[config.mk]
export PLATFORM = sky130hd
export DESIGN_NAME = qbd_port
export DESIGN_NICKNAME = d
export VERILOG_FILES = /design/src/rtl/qbd_pkg.sv /design/src/rtl/qbd_alu.sv /design/src/rtl/qbd_sync.sv /design/src/rtl/qbd_port.sv
export SDC_FILE = /design/constraint.sdc
export NUM_CORES = 1
export LEC_CHECK = 0
export BUFFER_PORTS_ARGS = -buffer_cell sky130_fd_sc_hd__buf_2
export CORE_UTILIZATION = 45
export CTS_CLUSTER_SIZE = 8
export DETAILED_ROUTE_END_ITERATION = 8
export PLACE_DENSITY = 0.69
export SYNTH_ARGS = -nofsm -noshare
export SYNTH_HDL_FRONTEND = slang
export SYNTH_SLANG_ARGS = --single-unit
[constraint.sdc]
create_clock -name clk -period 5.8 [get_ports clk]
set_input_delay 0.58 -clock clk [delete_from_list [all_inputs] [get_ports clk]]
set_output_delay 0.58 -clock clk [all_outputs]
set_load 0.1 [all_outputs]
[src/rtl/qbd_pkg.sv]
package qbd_pkg;
  typedef enum logic [3:0] {
    OP_AND  = 4'd0,
    OP_OR   = 4'd1,
    OP_XOR  = 4'd2,
    OP_NOT  = 4'd3,
    OP_INC  = 4'd4,
    OP_DEC  = 4'd5,
    OP_SETB = 4'd6,
    OP_CLRB = 4'd7,
    OP_CPLB = 4'd8
  } rmw_op_e;
endpackage

[src/rtl/qbd_alu.sv]
module qbd_alu #(
  parameter int WIDTH = 8,
  parameter int IDXW  = 3
) (
  input  logic [WIDTH-1:0] cur,
  input  logic [WIDTH-1:0] arg,
  input  logic [3:0]       op,
  input  logic [IDXW-1:0]  idx,
  output logic [WIDTH-1:0] res
);
  import qbd_pkg::*;

  localparam logic [WIDTH-1:0] ONE = {{(WIDTH-1){1'b0}}, 1'b1};

  logic [WIDTH-1:0] mask;

  always_comb begin
    mask = ONE << idx;
    case (rmw_op_e'(op))
      OP_AND:  res = cur & arg;
      OP_OR:   res = cur | arg;
      OP_XOR:  res = cur ^ arg;
      OP_NOT:  res = ~cur;
      OP_INC:  res = cur + ONE;
      OP_DEC:  res = cur - ONE;
      OP_SETB: res = cur | mask;
      OP_CLRB: res = cur & ~mask;
      OP_CPLB: res = cur ^ mask;
      default: res = cur;
    endcase
  end
endmodule

[src/rtl/qbd_sync.sv]
module qbd_sync #(
  parameter int WIDTH  = 8,
  parameter int STAGES = 2
) (
  input  logic             clk,
  input  logic             rst,
  input  logic [WIDTH-1:0] d,
  output logic [WIDTH-1:0] q
);
  logic [STAGES-1:0][WIDTH-1:0] stg;

  for (genvar g = 0; g < STAGES; g++) begin : g_stage
    if (g == 0) begin : g_first
      always_ff @(posedge clk) begin
        if (rst) stg[0] <= '0;
        else     stg[0] <= d;
      end
    end else begin : g_next
      always_ff @(posedge clk) begin
        if (rst) stg[g] <= '0;
        else     stg[g] <= stg[g-1];
      end
    end
  end

  assign q = stg[STAGES-1];
endmodule

[src/rtl/qbd_port.sv]
module qbd_port #(
  parameter int WIDTH       = 8,
  parameter int SYNC_STAGES = 2,
  localparam int IDXW       = (WIDTH > 1) ? $clog2(WIDTH) : 1
) (
  input  logic             clk,
  input  logic             rst,
  input  logic             cfg_od,
  input  logic             wr_en,
  input  logic [WIDTH-1:0] wr_data,
  input  logic             rmw_en,
  input  logic [3:0]       rmw_op,
  input  logic [WIDTH-1:0] rmw_arg,
  input  logic [IDXW-1:0]  rmw_bit,
  input  logic             rd_pin_en,
  input  logic             rd_latch_en,
  input  logic [WIDTH-1:0] pin_in,
  output logic [WIDTH-1:0] pull_dn,
  output logic [WIDTH-1:0] pull_up,
  output logic [WIDTH-1:0] rd_data
);
  logic [WIDTH-1:0] latch_q;
  logic [WIDTH-1:0] rmw_res;
  logic [WIDTH-1:0] pin_s;
  logic [WIDTH-1:0] rd_q;

  qbd_sync #(.WIDTH(WIDTH), .STAGES(SYNC_STAGES)) u_sync (
    .clk (clk),
    .rst (rst),
    .d   (pin_in),
    .q   (pin_s)
  );

  qbd_alu #(.WIDTH(WIDTH), .IDXW(IDXW)) u_alu (
    .cur (latch_q),
    .arg (rmw_arg),
    .op  (rmw_op),
    .idx (rmw_bit),
    .res (rmw_res)
  );

  // Output latch: a plain write has priority over read-modify-write.
  always_ff @(posedge clk) begin
    if (rst)         latch_q <= '1;
    else if (wr_en)  latch_q <= wr_data;
    else if (rmw_en) latch_q <= rmw_res;
  end

  // Read register: the pin path wins over the latch path.
  always_ff @(posedge clk) begin
    if (rst)              rd_q <= '0;
    else if (rd_pin_en)   rd_q <= pin_s;
    else if (rd_latch_en) rd_q <= latch_q;
  end

  assign pull_dn = ~latch_q;
  assign pull_up = latch_q & {WIDTH{~cfg_od}};
  assign rd_data = rd_q;
endmodule

# [After elaboration in Yosys (flattened, before gate mapping)]
# Cells that the tools add are included.
[word_totals] word_cells=35 reg_bits=32 out_inout_bits=24
[op_classes] n_eq_ne=8 n_reduce_logical=5 n_shift=1 add_sub_neg=2 muxes=5 bitwise=10
[op_table] op="case mux 8 bit (9 select lines)" n=1
[op_table] op="two-way mux 8 bit" n=4
[op_table] op="bitwise AND 8 bit" n=3
[op_table] op="equality test 4 x 3 -> 1 bit (second input constant)" n=4
[op_table] op="NOT 8 bit" n=2
[op_table] op="bitwise OR 8 bit" n=2
[op_table] op="XOR 8 bit" n=2
[op_table] op="nonzero test 10 bit" n=1
[op_table] op="adder 8 x 1 -> 8 bit (second input constant)" n=1
[op_table] op="equality test 4 x 2 -> 1 bit (second input constant)" n=2
[op_table] op="<< shifter 1 x 3 -> 8 bit (first input constant)" n=1
[op_table] op="subtractor 8 x 1 -> 8 bit (second input constant)" n=1
[op_table] op="equality test 4 x 1 -> 1 bit (second input constant)" n=1
[op_table] op="equality test 4 bit (second input constant)" n=1
[op_table] op="logical NOT 4 bit" n=1
[op_table] op="nonzero test 2 bit" n=2
[op_table] op="AND reduction 2 bit" n=1
[op_table] op="NOT 1 bit" n=1

# [Logic depth before layout (Yosys ltp)]
# Gate-level depths: netlist of the first run.
[depth] word_depth=6 ltp_mapped=11 ltp_nobuf=9

# [By module]
# From an unflattened synthesis of the first run, not the netlist that was laid out.
[unflattened] hier_cells=323 hier_area_um2=2526.2
[by_module_without_submodules] module="qbd_alu" instances=1 area_each_um2=1206.2 cells_each=195 seq_area_each_um2=0.0
[by_module_without_submodules] module="qbd_port" instances=1 area_each_um2=795.8 cells_each=87 seq_area_each_um2=320.3
[by_module_without_submodules] module="qbd_sync" instances=1 area_each_um2=524.3 cells_each=41 seq_area_each_um2=320.3

# [Worst setup path after synthesis of the first run]
# Ideal clock, no wire load.
[synth_timing] path_type="register to output" from="register latch_q[5]" to="output pull_up[5]" arrival_ps=2442 path_buffers=1 path_slack_ps=2778 path_stages_with_launch=4 cell_sequence="dfxtp_1 -> clkbuf_1 -> inv_1 -> nor2_1"
[synth_via] elab_chain_len=1
[synth_rtl] element="start: declaration" line="qbd_port.sv:22" source="logic [WIDTH-1:0] latch_q;"
[synth_rtl] element="start signal: assignment" line="qbd_port.sv:45" source="else if (wr_en) latch_q <= wr_data;"
[synth_rtl] element="start signal: assignment" line="qbd_port.sv:46" source="else if (rmw_en) latch_q <= rmw_res;"
[synth_rtl] element="bitwise AND 8 bit" line="qbd_port.sv:57" source="assign pull_up = latch_q & {WIDTH{~cfg_od}};"
[synth_rtl] element="end: declaration" line="qbd_port.sv:19" source="output logic [WIDTH-1:0] pull_up,"
# No other way between the ends.

# [Final worst setup path of the first run]
[layout_timing] from="input rmw_op[0]" to="register latch_q[6]"
[layout_via] elab_chain_len=4
[layout_rtl] element="start: declaration" line="qbd_port.sv:12" source="input logic [3:0] rmw_op,"
[layout_rtl] element="equality test 4 bit (tied with other cells)" line="qbd_alu.sv:19" source="case (rmw_op_e'(op))"
[layout_rtl] element="case mux 8 bit (9 select lines)" line="qbd_alu.sv:19"
[layout_rtl] element="two-way mux 8 bit" line="qbd_port.sv:46"
[layout_rtl] element="two-way mux 8 bit" line="qbd_port.sv:45"
# Several ways; a longest one is shown, not always the timed one. The select of a mux whose other input is x is not followed.
# A chain may end at the register's enable or synchronous reset.

==> results of run 1 <==
[power breakdown]
part / internal, W / switching (W)
sequential: 0.000234 / 0.0000151
combinational: 0.0000700 / 0.000185
clock: 0.000106 / 0.0000775
total: 0.000409 / 0.000277
[critical path, delay by kind of cell]
family,cells,cell delay (ns)
adder cells (fa/ha/maj),1,0.28
buffers and inverters,1,0.40
AO/OA/AOI/OAI,4,0.50
XOR/XNOR,1,0.15
AND/OR/NAND/NOR,3,0.87
[stage by stage]
stage,cells,total power (W)
after floorplan,309,0.000459
after global placement,414,0.000506
after detailed placement,414,0.000506
after CTS,421,0.000690
after global routing,421,0.000718
final,421,0.000686
[placed cells by master (no fill, tap or decap), types with 2 or more instances in the layout]
cell type   n
a22oi_1     4
a21oi_1    26
clkbuf_8    7
inv_2       2
and3_1      4
a211o_1     2
inv_1      12
and3b_1     4
a2111oi_0   2
nor2b_1    17
mux2i_1    18
dfxtp_1    32
a221oi_1    6
a211oi_1    2
and4bb_1    2
nand2b_1    4
xnor2_1     9
o21ai_0    12
nor4_1      4
a2111oi_2   2
o32a_1      2
nand2_1    19
nand3_1     5
a21o_1      2
nor3b_1     7
buf_2      61
o211ai_1    2
nand3b_1    2
o21ai_1     3
o31ai_1     2
nor3_1      4
nor2_1     37
mux2_1      3
a31oi_1     2
o22ai_1     3
[final cells by class]
class                   instances  area [sq um]
flip-flops and latches         32           641
inverters                      14          52.6
clock buffers                   7          96.3
well taps                      70          87.6
repair buffers                 61           305
fillers                       502          2390
multi-input cells             237          1600
[registers in the layout, summed over array words and instances, names as in the netlist]
name / count
latch_q: 8
u_sync.stg: 8
u_sync.q: 8
rd_data: 8
[worst paths after layout]
check | from | slack, ns | end | cells after the start
min reg2reg | u_sync.stg[0]$_SDFF_PP0_ | 0.43 | u_sync.q[0]$_SDFF_PP0_ | 1
min | u_sync.stg[0]$_SDFF_PP0_ | 0.43 | u_sync.q[0]$_SDFF_PP0_ | 1
max | rmw_op[0] | 3.19 | latch_q[6]$_SDFFE_PP1P_ | 10
max reg2reg | latch_q[1]$_SDFFE_PP1P_ | 3.56 | latch_q[6]$_SDFFE_PP1P_ | 9
[kinds of logic after synthesis]
kind of cell / after synthesis / share of synthesized area (%)
and+or+nand+nor: 119 / 27.4
AOI/OAI and AO/OA: 87 / 25.3
buffers and inverters: 40 / 8.55
DFF: 32 / 26.2
muxes: 21 / 8.75
xor gates and xnor gates: 9 / 3.22
adders and majority gates: 1 / 0.512
[metal layers]
metal | share of wire (%) | up-vias
met1 | 47 | 1159
li1 | - | 1216
met4 | 0.84 | 0
met3 | 5.8 | 6
met5 | 0 | -
met2 | 46 | 112
==> reports/metrics.csv, run 1 <==
metric;value;unit
insertion_delay;0.28;ns
cts-resized-gates;0;
antenna_left;0;
layout_setup_ws;3.19;ns
cp.arrival;2.78;ns
syn-num-nets;348;
yosysWarnings;0;
cts_hold_buffers;0;
syn-cell-area;2440;sq um
place.gp.congestion;0.851;
synth_commonest_cells;37 x nor2_1, 32 x dfxtp_1, 26 x a21oi_1;
met1_usage;32.9;%
rsz0062_at_grt;false;
min_period;2.61;ns
vdd_drop_max;137;uV
drcViolationCount;0;
antenna_found_initial;0;
max_stage_delay;0.40;ns
ys.flop_type;dfxtp_1;
via_count;2493;
ys_types;63;
worst_hold_slack;0.434;ns
crit_type;in2reg;
pre_cts_slack;2.92;ns
grt_overflow;0;
htree_levels;2;
post_cts_buffers;0;
fmax;383;MHz
syn_inst;309;
hold_viol;0;
wl;6440;um
grtUsageMet2;35.1;%
yosysTopAreaCellShare;26.2;%
yosysMostFrequentCell;nor2_1;
vias_per_cell;5.92;
synth_seq_cells;32;
synth_area_leaders;dfxtp_1 26%, mux2i_1 7.4%, nor2_1 5.7%;
grt-busiest-layer;met2;
place_hpwl;4630;um
wire_per_inst;15.3;um
io_buffers;61;
cts.sinks;32;
critPathCaptureType;register;
worstMarginPinSlew;0.641;ns
critical_path.max_fanout;27;
die_h;75.7;um
grt_max_degree;35;
worstPathRequired;5.97;ns
powerDensity;247;nW/um^2
grt_use_total;22.7;%
synth_top_cell_by_area;dfxtp_1;
synth-edff-count;0;
async_reset_ff_share;0;%
crit_slowest_cell;buf_2;
final.setup_skew;0.00308;ns
io_pins;62;
syn_to_final_growth;13.6;%
clockBufferDepth;2;
dieWidth;75.7;um
drv_slew;0;
cts_tree;built;
nNetsFinal;390;
start_util;47.3;%
fp.coreArea;5170;sq um
cp_cell_sequence;buf_2 -> and4bb_1 -> xnor2_1 -> ha_1 -> and3b_1 -> a22oi_1 -> a21oi_1 -> o32a_1 -> o21ai_0 -> or3_1;
finalSetupViolCount;0;
dieArea;5730;sq um
hp-class;reg2reg;
crit_path_start_kind;input port;
slew-limit-headroom;57.1;%
stdcell_area;2780;sq um
cap_violations;0;
drt-initial-drc-count;231;
dr.pass1.iters;5;
finalSetupTns;0;ns
ys_seq_area_share;26.2;%
grt_pass1_wl;9720;um
n_antenna_cell;0;
placed_area;2680;sq um
first_global_vias;1983;
power.leakage;1.22;nW
cts_root_buf;clkbuf_8;
numCtsBuffers;5;
finalCritPeriodShare;45.0;%
fp-row-count;26;
clk_pin_slew;0.06;ns
utilization;53.7;%
drive_above_1_share;22.5;%
avgSynthCellArea;7.91;sq um
use_met3;3.31;%
status;completed;
No activity file was read; power rests on OpenSTA's default activity.
==> run 2: changes to the inputs <==
- clock period: 5.8 -> 2.57 ns (I/O delays scaled with it)
==> reports/metrics.csv, run 2 (synthesized netlist as in run 1, its figures left out) <==
metric;value;unit
final.setup_skew;0.00441;ns
min_period;2.21;ns
grt_overflow;0;
grt_max_degree;35;
final_common_cell;buf_2;
reg2reg_from;latch_q[1]$_SDFFE_PP1P_;
fp.coreArea;5170;sq um
cts.sinks;32;
stdcell_area;2850;sq um
slew-limit-headroom;59.3;%
grt_use_total;25.0;%
start_util;47.3;%
via_count;2455;
cap_violations;0;
worst_hold_slack;0.193;ns
cp.arrival;2.37;ns
hold_viol;0;
placed_area;2760;sq um
worstMarginPinSlew;0.610;ns
crit_slowest_cell;dfxtp_1;
post_cts_buffers;0;
cp.buffers_inverters;1;
hp-class;in2reg;
drv_slew;0;
cts_root_buf;clkbuf_8;
drcViolationCount;0;
fin_cells;431;
htree_levels;2;
vias_per_cell;5.70;
finalSetupTns;0;ns
final.fill_count;536;
antenna_found_initial;0;
final_cell_mix;61 x buf_2, 33 x nor2_1, 32 x dfxtp_1;
crit_start;latch_q[1]$_SDFFE_PP1P_;
pre_cts_slack;0.233;ns
power.leakage;1.26;nW
nNetsFinal;399;
syn_to_final_growth;16.5;%
io_pins;62;
min_from;pin_in[4];
cts-resized-gates;0;
crit_path_start_kind;register;
rsz0062_at_grt;false;
cts_hold_buffers;0;
finalCritPeriodShare;86.1;%
drt-initial-drc-count;293;
cts_tree;built;
antenna_left;0;
wire_per_inst;15.8;um
clk_pin_slew;0.06;ns
critical_path.max_fanout;7;
finalSetupViolCount;0;
wl;6820;um
drive_above_1_share;25.2;%
vdd_drop_max;315;uV
cp_cell_sequence;inv_1 -> xnor2_1 -> ha_1 -> and3b_1 -> a22oi_1 -> a21oi_1 -> o32a_1 -> o21ai_0 -> or3_1;
first_global_vias;2116;
fp-row-count;26;
numCtsBuffers;5;
max_stage_delay;0.44;ns
die_h;75.7;um
insertion_delay;0.27;ns
place_hpwl;5100;um
dieWidth;75.7;um
layout_setup_ws;0.358;ns
powerDensity;538;nW/um^2
status;completed;
crit_type;reg2reg;
place.gp.congestion;0.932;
n_antenna_cell;0;
clockBufferDepth;2;
grt_pass1_wl;10800;um
dr.pass1.iters;4;
cpLargestDelayFamily;simple AND/OR/NAND/NOR gates;
critPathCaptureType;register;
io_buffers;61;
fmax;452;MHz
dieArea;5730;sq um
worstPathRequired;2.73;ns
dpl.cell_count;423;
## run 2: path summary, 6_finish.rpt
kind                              endpoint  depth (start not counted)  slack [ns]
setup / recovery   latch_q[6]$_SDFFE_PP1P_                          9        0.36
hold / removal    u_sync.stg[4]$_SDFF_PP0_                          2        0.19
setup reg to reg   latch_q[6]$_SDFFE_PP1P_                          9        0.36
hold reg to reg     u_sync.q[0]$_SDFF_PP0_                          1        0.44
## run 2: routing by layer
metal	global-route usage (%)	up-vias	share of wire [%]
met1	37.0	1134	48
met4	4.73	0	1.1
met3	3.57	8	4.6
li1	-	1233	-
met2	38.8	80	46
met5	0	-	0
## run 2: report_power, final
group,internal (W),switching [W]
Sequential,0.000527,0.0000339
Clock,0.000218,0.000161
Combinational,0.000166,0.000425
## run 2: area by class of cell
cell class	count	area [sq um]	area share, %
clock buffer	8	90.1	3.16
inverter	14	52.6	1.84
multi-input combinational	237	1610	56.3
sequential	32	641	22.5
tap	70	87.6	3.07
timing repair buffer	70	373	13.1
## run 2: stage by stage
| step | power [W] | utilization, % |
|---|---|---|
| 6_report | 0.00153 | 55.1 |
| 5_1_grt | 0.00162 | 55.1 |
| 4_1_cts | 0.00154 | 55.1 |
| 3_5_place_dp | 0.00116 | 53.3 |
| 3_3_place_gp | 0.00116 | 53.3 |
| 2_1_floorplan | 0.00104 | - |
